<file path="src/rtl/tmr_irq_flags_pkg.sv">
package tmr_irq_flags_pkg;

  localparam int CMP_CH  = 3;
  localparam int FLAG_N  = CMP_CH + 2;
  localparam int OVF_IDX = CMP_CH;
  localparam int CAP_IDX = CMP_CH + 1;

  typedef enum logic [1:0] {
    WAVE_NORMAL = 2'd0,
    WAVE_CTC    = 2'd1,
    WAVE_FAST   = 2'd2,
    WAVE_PHASE  = 2'd3
  } waveMode_t;

  typedef struct packed {
    logic [FLAG_N-1:0] setVec;
    logic [FLAG_N-1:0] clrVec;
  } flagCtl_t;

endpackage

</file>
<file path="src/rtl/tmr_irq_flags_ctrl.sv">
module tmr_irq_flags_ctrl
  import tmr_irq_flags_pkg::*;
(
  input  logic                  clk,
  input  logic                  rstN,
  input  waveMode_t             waveMode,
  input  logic                  topIsCapReg,
  input  logic [CMP_CH-1:0]     cmpMatch,
  input  logic [CMP_CH-1:0]     forceCmp,
  input  logic                  capEvent,
  input  logic                  cntAtTop,
  input  logic                  cntAtBottom,
  input  logic                  ovfEvent,
  input  logic                  wrEn,
  input  logic [FLAG_N-1:0]     wrBits,
  input  logic [FLAG_N-1:0]     ackPulse,
  output flagCtl_t              ctl
);

  logic [CMP_CH-1:0] cmpDly;
  logic              ovfSrc;
  logic              capSrc;

  // Compare flags lag the match by one timer clock; forced strobes are dropped.
  genvar ch;
  generate
    for (ch = 0; ch < CMP_CH; ch++) begin : gCmp
      always_ff @(posedge clk or negedge rstN) begin
        if (!rstN) cmpDly[ch] <= 1'b0;
        else       cmpDly[ch] <= cmpMatch[ch] & ~forceCmp[ch];
      end

      assert_force_blocks_R3: assert property (@(posedge clk) disable iff (!rstN)
        forceCmp[ch] |=> !ctl.setVec[ch]);
    end
  endgenerate

  always_comb begin
    unique case (waveMode)
      WAVE_NORMAL, WAVE_CTC: ovfSrc = ovfEvent;
      WAVE_FAST:             ovfSrc = cntAtTop;
      WAVE_PHASE:            ovfSrc = cntAtBottom;
      default:               ovfSrc = 1'b0;
    endcase
  end

  assign capSrc = topIsCapReg ? cntAtTop : capEvent;

  always_comb begin
    ctl.setVec          = '0;
    ctl.setVec[CMP_CH-1:0] = cmpDly;
    ctl.setVec[OVF_IDX] = ovfSrc;
    ctl.setVec[CAP_IDX] = capSrc;
    ctl.clrVec          = ackPulse | (wrEn ? wrBits : '0);
  end

endmodule

</file>
<file path="src/rtl/tmr_irq_flags_dp.sv">
module tmr_irq_flags_dp
  import tmr_irq_flags_pkg::*;
#(
  parameter int BUS_W = 8
) (
  input  logic              clk,
  input  logic              rstN,
  input  flagCtl_t          ctl,
  input  logic [FLAG_N-1:0] irqEn,
  output logic [BUS_W-1:0]  flagByte,
  output logic [FLAG_N-1:0] irqReq
);

  logic [FLAG_N-1:0] flags;

  genvar fi;
  generate
    for (fi = 0; fi < FLAG_N; fi++) begin : gFlag
      // Set has priority over clear so that no event is lost.
      always_ff @(posedge clk or negedge rstN) begin
        if (!rstN)                  flags[fi] <= 1'b0;
        else if (ctl.setVec[fi])    flags[fi] <= 1'b1;
        else if (ctl.clrVec[fi])    flags[fi] <= 1'b0;
      end

      assert_set_wins_R8: assert property (@(posedge clk) disable iff (!rstN)
        ctl.setVec[fi] |=> flags[fi]);
      assert_clear_R6: assert property (@(posedge clk) disable iff (!rstN)
        (ctl.clrVec[fi] && !ctl.setVec[fi]) |=> !flags[fi]);
      assert_irq_gate_R10: assert property (@(posedge clk) disable iff (!rstN)
        irqReq[fi] |-> (irqEn[fi] && flagByte[fi]));
    end
  endgenerate

  always_comb begin
    flagByte             = '0;
    flagByte[FLAG_N-1:0] = flags;
  end

  assign irqReq = flags & irqEn;

  always_comb begin
    assert_reserved_zero_R9: assert (flagByte[BUS_W-1:FLAG_N] == '0);
  end

endmodule

</file>
<file path="src/rtl/tmr_irq_flags.sv">
module tmr_irq_flags
  import tmr_irq_flags_pkg::*;
#(
  parameter int BUS_W = 8
) (
  input  logic                  clk,
  input  logic                  rstN,
  input  logic [1:0]            waveMode,
  input  logic                  topIsCapReg,
  input  logic [CMP_CH-1:0]     cmpMatch,
  input  logic [CMP_CH-1:0]     forceCmp,
  input  logic                  capEvent,
  input  logic                  cntAtTop,
  input  logic                  cntAtBottom,
  input  logic                  ovfEvent,
  input  logic                  wrEn,
  input  logic [BUS_W-1:0]      wrData,
  input  logic [FLAG_N-1:0]     ackPulse,
  input  logic [FLAG_N-1:0]     irqEn,
  output logic [BUS_W-1:0]      flagByte,
  output logic [FLAG_N-1:0]     irqReq
);

  flagCtl_t ctl;
  logic     unusedWrHi;

  // Reserved write bits reach no logic.
  assign unusedWrHi = ^wrData[BUS_W-1:FLAG_N];

  tmr_irq_flags_ctrl ctrl_i (
    .clk         (clk),
    .rstN        (rstN),
    .waveMode    (waveMode_t'(waveMode)),
    .topIsCapReg (topIsCapReg),
    .cmpMatch    (cmpMatch),
    .forceCmp    (forceCmp),
    .capEvent    (capEvent),
    .cntAtTop    (cntAtTop),
    .cntAtBottom (cntAtBottom),
    .ovfEvent    (ovfEvent),
    .wrEn        (wrEn),
    .wrBits      (wrData[FLAG_N-1:0]),
    .ackPulse    (ackPulse),
    .ctl         (ctl)
  );

  tmr_irq_flags_dp #(.BUS_W(BUS_W)) dp_i (
    .clk      (clk),
    .rstN     (rstN),
    .ctl      (ctl),
    .irqEn    (irqEn),
    .flagByte (flagByte),
    .irqReq   (irqReq)
  );

  genvar ch;
  generate
    for (ch = 0; ch < CMP_CH; ch++) begin : gChk
      assert_cmp_delay_R2: assert property (@(posedge clk) disable iff (!rstN)
        (cmpMatch[ch] && !forceCmp[ch]) |=> ##1 flagByte[ch]);
    end
  endgenerate

endmodule

</file>
<file path="config.mk">
export PLATFORM = sky130hd
export DESIGN_NAME = tmr_irq_flags
export DESIGN_NICKNAME = d
export VERILOG_FILES = /design/src/rtl/tmr_irq_flags_pkg.sv /design/src/rtl/tmr_irq_flags_ctrl.sv /design/src/rtl/tmr_irq_flags_dp.sv /design/src/rtl/tmr_irq_flags.sv
export SDC_FILE = /design/constraint.sdc
export NUM_CORES = 1
export LEC_CHECK = 0
export CAP_MARGIN = 20
export CORE_UTILIZATION = 26
export CTS_BUF_LIST = sky130_fd_sc_hd__clkbuf_8
export DETAILED_ROUTE_END_ITERATION = 7
export HOLD_SLACK_MARGIN = 0.15
export PLACE_DENSITY_LB_ADDON = 0.08
export SLEW_MARGIN = 20
export SYNTH_ARGS = -nofsm -noshare
export SYNTH_HDL_FRONTEND = slang
export SYNTH_SLANG_ARGS = --single-unit
</file>
<file path="constraint.sdc">
create_clock -name clk -period 1 [get_ports clk]
set_input_delay 0.3 -clock clk [delete_from_list [all_inputs] [get_ports clk]]
set_output_delay 0.3 -clock clk [all_outputs]
set_load 0.03 [all_outputs]
</file>
==> metrics, run 1 <==
Min Clock Period, post-route 1.21 ns; cell chosen for the clock root clkbuf_8; clock latency at the later pin of the worst-skew pair 0.23 ns; starting DRC count in detailed routing 1; Core Box Area roughly 0.0014 sq mm; Gate Count Post-Synth 38; via count roughly 430; max-slew violation count 0; final cell utilization of the core 0.683; first-pass GRT wire length approximately 1.4 mm; placer congestion estimate ~0.56; Die X approximately 41 um; post-synthesis sequential element count 8; register area share after synthesis 0.514; initial core utilization 0.288; antenna violations before repair 0; maximum VDD drop ~0.0008 V; first-pass iteration count of the detailed router 2; cts-stage hold buffer count 0; overall overflow remaining after global route 0; Final period util 1.21; leading cell types in the layout, fill and taps excluded clkdlybuf4s50_1 (20), buf_6 (12), dlygate4sd2_1 (9), nor2b_1 (7); final layout net count approximately 120; critical path endpoint category primary output; TritonCTS clock tree done; drt total wl ~1.1 mm; startpoint types flop; setup ws final -0.214 ns; number of clock sinks seen by CTS 8; I/O pin total 47; number of CTS-inserted buffers 3; Register-to-Register Setup Slack -0.05 ns; synth top area cells dfrtp_1 (51%), nor2b_1 (11%), and2_1 (8.0%); leading cell type in the layout, fill and taps excluded clkdlybuf4s50_1; Synth Area per Inst around 10 sq um; remaining number of nets flagged by the antenna check after routing 0; fill cell instance count of the final layout between 100 and 150; share of the synthesized area in the top cell type 0.514; max-cap viol count 0; CP Data Required Time ~0.70 ns; count of unresolved DRC violations after routing 0; post-synthesis instance area slightly below 400 sq um; maximum number of pins on one net before global-route repair 9; CTS Buffer Depth 2; ANT cells 0; Max FO, Critical Path 3; die span in y about 41 um; run status finished, violations left; violated checks setup timing; number of levels the H-tree was split into 1; cells on worst reg2reg path 3; setup repair after global routing missed its margin true; Cell variety after synth 10; Post-Place Setup Slack -0.511 ns; detailed-placement wirelength estimate 853 um; class of the worst hold path in2async; layout cells sized above 1 0.386; average routed wire per standard cell between 10 and 15 um; area of the die 0.00166 sq mm; endpoints failing hold 0; Seq. cell area slightly above 200 sq um; achievable frequency between 800 and 900 MHz; number of global-route vias before repair between 300 and 400; ratio of routed vias to standard cells approximately 4.2; register clock-pin slew on the reported worst setup and hold paths 0.04 ns; setup violators final 11; Worst Path Class, Setup reg2out; Power per Cell Area ~1200 mW/mm^2; synth warn 0; Data arrival, critical path a little over 0.9 ns; r2r startpoint dp_i.flagByte[4]; area of the multi-input gates roughly 180 sq um; Std-Cell Rows 13; endpoint of the worst register-to-register path dp_i.flagByte[4]; count of input and output buffers 40; aggregate global-route resource usage 0.145; library cell with the largest summed area after synthesis dfrtp_1; Final Skew just under 0.00003 ns; area growth from synthesis to layout 137%; Static Leakage ~0.45 nW; worst slack on hold paths between 0.3 and 0.4 ns
==> per-layer routing <==
metal  global-route usage  vias to the layer above  part of all wire
met5                    0                        -                 0
met4               0.0750                        0             0.013
met3                0.103                        2              0.11
li1                     -                      218                 -
met1                0.148                      186              0.37
met2                0.218                       26              0.51
==> area by class of cell <==
| type | count | area share |
|---|---|---|
| sequential | 8 | 0.224 |
| inverter | 3 | 0.0122 |
| multi-input combinational | 26 | 0.194 |
| clock inverter | 1 | 0.00407 |
| timing repair buffer | 47 | 0.501 |
| clock buffer | 3 | 0.0448 |
| tap | 15 | 0.0204 |
==> cells by family after synthesis <==
logic type,share of synthesized area
AO/OA/AOI/OAI,0.119
buffers and inverters,0.0868
flip-flops,0.514
multiplexers,0.0289
other,0.00964
AND/OR/NAND/NOR,0.241
==> cells in the mapped netlist, drive strengths merged <==
cell type  n
nand2      5
inv        3
a221o      2
and2       5
nor2b      7
mux2       1
a31o       3
dfrtp      8
buf        3
conb       1
==> worst max-delay path by stage <==
stage,from,endpoint,cells after the start
2_1_floorplan,dp_i.flagByte[3],dp_i.flagByte[3],2
3_3_place_gp,waveMode[0],dp_i.flagByte[3],3
3_5_place_dp,waveMode[0],dp_i.flagByte[3],3
4_1_cts,dp_i.flagByte[3],irqReq[3],2
5_1_grt,dp_i.flagByte[3],irqReq[3],2
6_report,dp_i.flagByte[3],irqReq[3],2
==> worst max-delay path, stage by stage, from the launching register on <==
cell	delay (ns)
dfrtp_2	0.41
and2_4	0.14
buf_6	0.13
==> where the power goes <==
| group | total [mW] | internal (mW) | switching [mW] |
|---|---|---|---|
| combinational | 0.376 | 0.227 | 0.149 |
| sequential | 0.369 | 0.354 | 0.0158 |
| clock | 0.404 | 0.267 | 0.137 |
==> registers in the layout, summed over array words and instances, names as in the netlist <==
name,flops
ctrl_i.ctl,3
dp_i.flagByte,5
==> what timing repair did <==
action | 4_1_cts | 5_1_grt
pin swaps | 6 | 2
setup buffers | 0 | 2
setup endpoints to repair | 15 | 12
gates resized for setup | 24 | 0
==> per-stage QoR <==
step | instance area [sq um] | TNS [ns] | instances | power [mW]
2_1_floorplan | 415 | -0.0294 | 40 | 0.525
3_3_place_gp | 825 | -3.46 | 97 | 0.716
3_5_place_dp | 825 | -3.47 | 97 | 0.719
4_1_cts | 907 | -1.85 | 101 | 1.16
5_1_grt | 922 | -2.22 | 103 | 1.22
6_report | 922 | -1.92 | 103 | 1.15
(Power assumes the default switching activity.)
==> run 2, diff against run 1 <==
- CORE_MARGIN: default -> 2
==> metrics, run 2 (synthesis results as in run 1) <==
max-cap viol count 0 (unchanged); cell with the biggest individual delay on the critical path dfrtp_2; Max FO, Critical Path 3 (unchanged); ratio of routed vias to standard cells 4.19 (-0.14%); r2r startpoint dp_i.flagByte[4]; first-pass GRT wire length 1.78 mm (+23%); via count 423 (-2.1%); Seq. cell area 206 sq um (unchanged); Power per Cell Area 1250 mW/mm^2 (about the same); first-pass iteration count of the detailed router 3 (+1); Std-Cell Rows 13 (unchanged); area of the die 0.00182 sq mm (+10%); clock latency at the later pin of the worst-skew pair 0.23 ns (about the same); register clock-pin slew on the reported worst setup and hold paths 0.04 ns (about the same); TritonCTS clock tree done; setup repair after global routing missed its margin true; largest stage delay on the critical path 0.41 ns (about the same); leading cell types in the layout, fill and taps excluded clkdlybuf4s50_1 (16), dlygate4sd2_1 (11), buf_6 (11), nor2b_1 (7); setup violators final 10 (-1); area growth from synthesis to layout 131%; antenna violations before repair 0 (unchanged); Final period util 1.20 (-0.0109); Static Leakage 0.447 nW (+0.32%); max-slew violation count 0 (unchanged); number of clock sinks seen by CTS 8 (unchanged); drt total wl 1.08 mm (-1.5%); CTS Buffer Depth 2 (unchanged); critical-path cell list and2_4, buf_6; overall overflow remaining after global route 0 (unchanged); run status finished, violations left; count of unresolved DRC violations after routing 0 (unchanged); CP Data Required Time 0.70 ns (about the same); maximum number of pins on one net before global-route repair 9 (unchanged); aggregate global-route resource usage 0.134 (-0.0105); number of flip-flops under the largest register name 5 (unchanged); critical path endpoint category primary output; layout cells sized above 1 0.384 (-0.00264); placer congestion estimate 0.701 (+26%); number of global-route vias before repair 424 (+15%); average routed wire per standard cell 10.7 um (+0.49%); Final Skew 0.00231 ns (+0.00228 ns); cts-stage hold buffer count 0 (unchanged); initial core utilization 0.288 (unchanged); maximum VDD drop 0.000722 V (-8.1%); Die X 42.7 um (+4.9%); area of the multi-input gates 179 sq um (unchanged); setup ws final -0.203 ns (+0.0109 ns); leading cell type in the layout, fill and taps excluded clkdlybuf4s50_1; starting DRC count in detailed routing 6 (+5); post-route cell area 898 sq um (-2.6%); Data arrival, critical path 0.90 ns (about the same); violated checks setup timing; Post-Place Setup Slack -0.540 ns (-0.0293 ns); class of the worst hold path in2async; count of input and output buffers 40 (unchanged); Worst Path Class, Setup reg2out; Core Box Area 0.00135 sq mm (unchanged); remaining number of nets flagged by the antenna check after routing 0 (unchanged); detailed-placement wirelength estimate 940 um (+10%); Placed Area 810 sq um (-1.8%); ANT cells 0 (unchanged); number of levels the H-tree was split into 1 (unchanged); endpoints failing hold 0 (unchanged); startpoint types flop; achievable frequency 831 MHz (+0.91%); startpoint of the worst setup timing path dp_i.flagByte[3]; die span in y 42.7 um (+4.9%); number of CTS-inserted buffers 3 (unchanged); Min Clock Period, post-route 1.20 ns (-0.0109 ns); fill cell instance count of the final layout 113 (unchanged); I/O pin total 47 (unchanged); cell chosen for the clock root clkbuf_8; final layout net count 121 (-1.6%)
==> run 2: cell count changes in the layout (fill, tap and decap cells not counted) <==
cell and delta:
clkdlybuf4s50_1 -4, dlymetal6s2s_1 +1, buf_6 -1, dlygate4sd2_1 +2
clkbuf_2 +1, buf_4 -1
==> run 2: worst paths after layout <==
| check | end | slack [ns] | cells after the start |
|---|---|---|---|
| hold / removal | ctrl_i.ctl[7] | 0.35 | 1 |
| min in group clk | dp_i.flagByte[4] | 0.38 | 2 |
| hold reg to reg | dp_i.flagByte[0] | 0.43 | 1 |
| setup / recovery | irqReq[3] | -0.20 | 2 |
| max in group asynchronous | dp_i.flagByte[1] | 0.37 | 1 |
| setup reg to reg | dp_i.flagByte[4] | 0.04 | 2 |
==> run 2: stage by stage <==
step	hold WS, ns	setup TNS [ns]	power [mW]	utilization	cells
2_1_floorplan	0.00441	-0.0294	0.525	-	40
3_3_place_gp	0.427	-3.36	0.711	0.600	95
3_5_place_dp	0.426	-3.44	0.716	0.600	95
4_1_cts	0.360	-1.73	1.13	0.662	100
5_1_grt	0.383	-1.90	1.17	0.665	101
6_report	0.348	-1.66	1.12	0.665	101
==> run 2: critical path, delay by kind of cell, from the launching register on <==
family	cells	cell delay, ns
AND/OR/NAND/NOR	1	0.14
flip-flops	1	0.41
buffers and inverters	1	0.13
==> run 2: final cells by class <==
| cell class | instances | area share |
|---|---|---|
| repair buffers | 45 | 0.487 |
| flip-flops and latches | 8 | 0.230 |
| multi-input cells | 26 | 0.199 |
| clock buffers | 3 | 0.0460 |
| well taps | 15 | 0.0209 |
| inverters | 3 | 0.0125 |
| clock inverters | 1 | 0.00418 |
==> run 2: where the power goes <==
group          total (mW)  switching [mW]  internal (mW)  leakage, nW
combinational       0.362           0.149          0.213        0.327
clock               0.389           0.124          0.265       0.0269
sequential          0.369          0.0158          0.354       0.0932
==> run 2: metal layers <==
metal | GRT usage | vias to the layer above | part of all wire
li1 | - | 212 | -
met2 | 0.230 | 18 | 0.55
met3 | 0.0426 | 2 | 0.073
met5 | 0 | - | 0
met1 | 0.143 | 191 | 0.37
met4 | 0.0750 | 0 | 0.0093
==> run 2: what timing repair did <==
| action | in CTS | in global routing |
|---|---|---|
| endpoints found under the setup margin | 15 | 12 |
| buffers inserted | 1 | 1 |
| resized for setup | 27 | 2 |
| pin swaps | 7 | 1 |
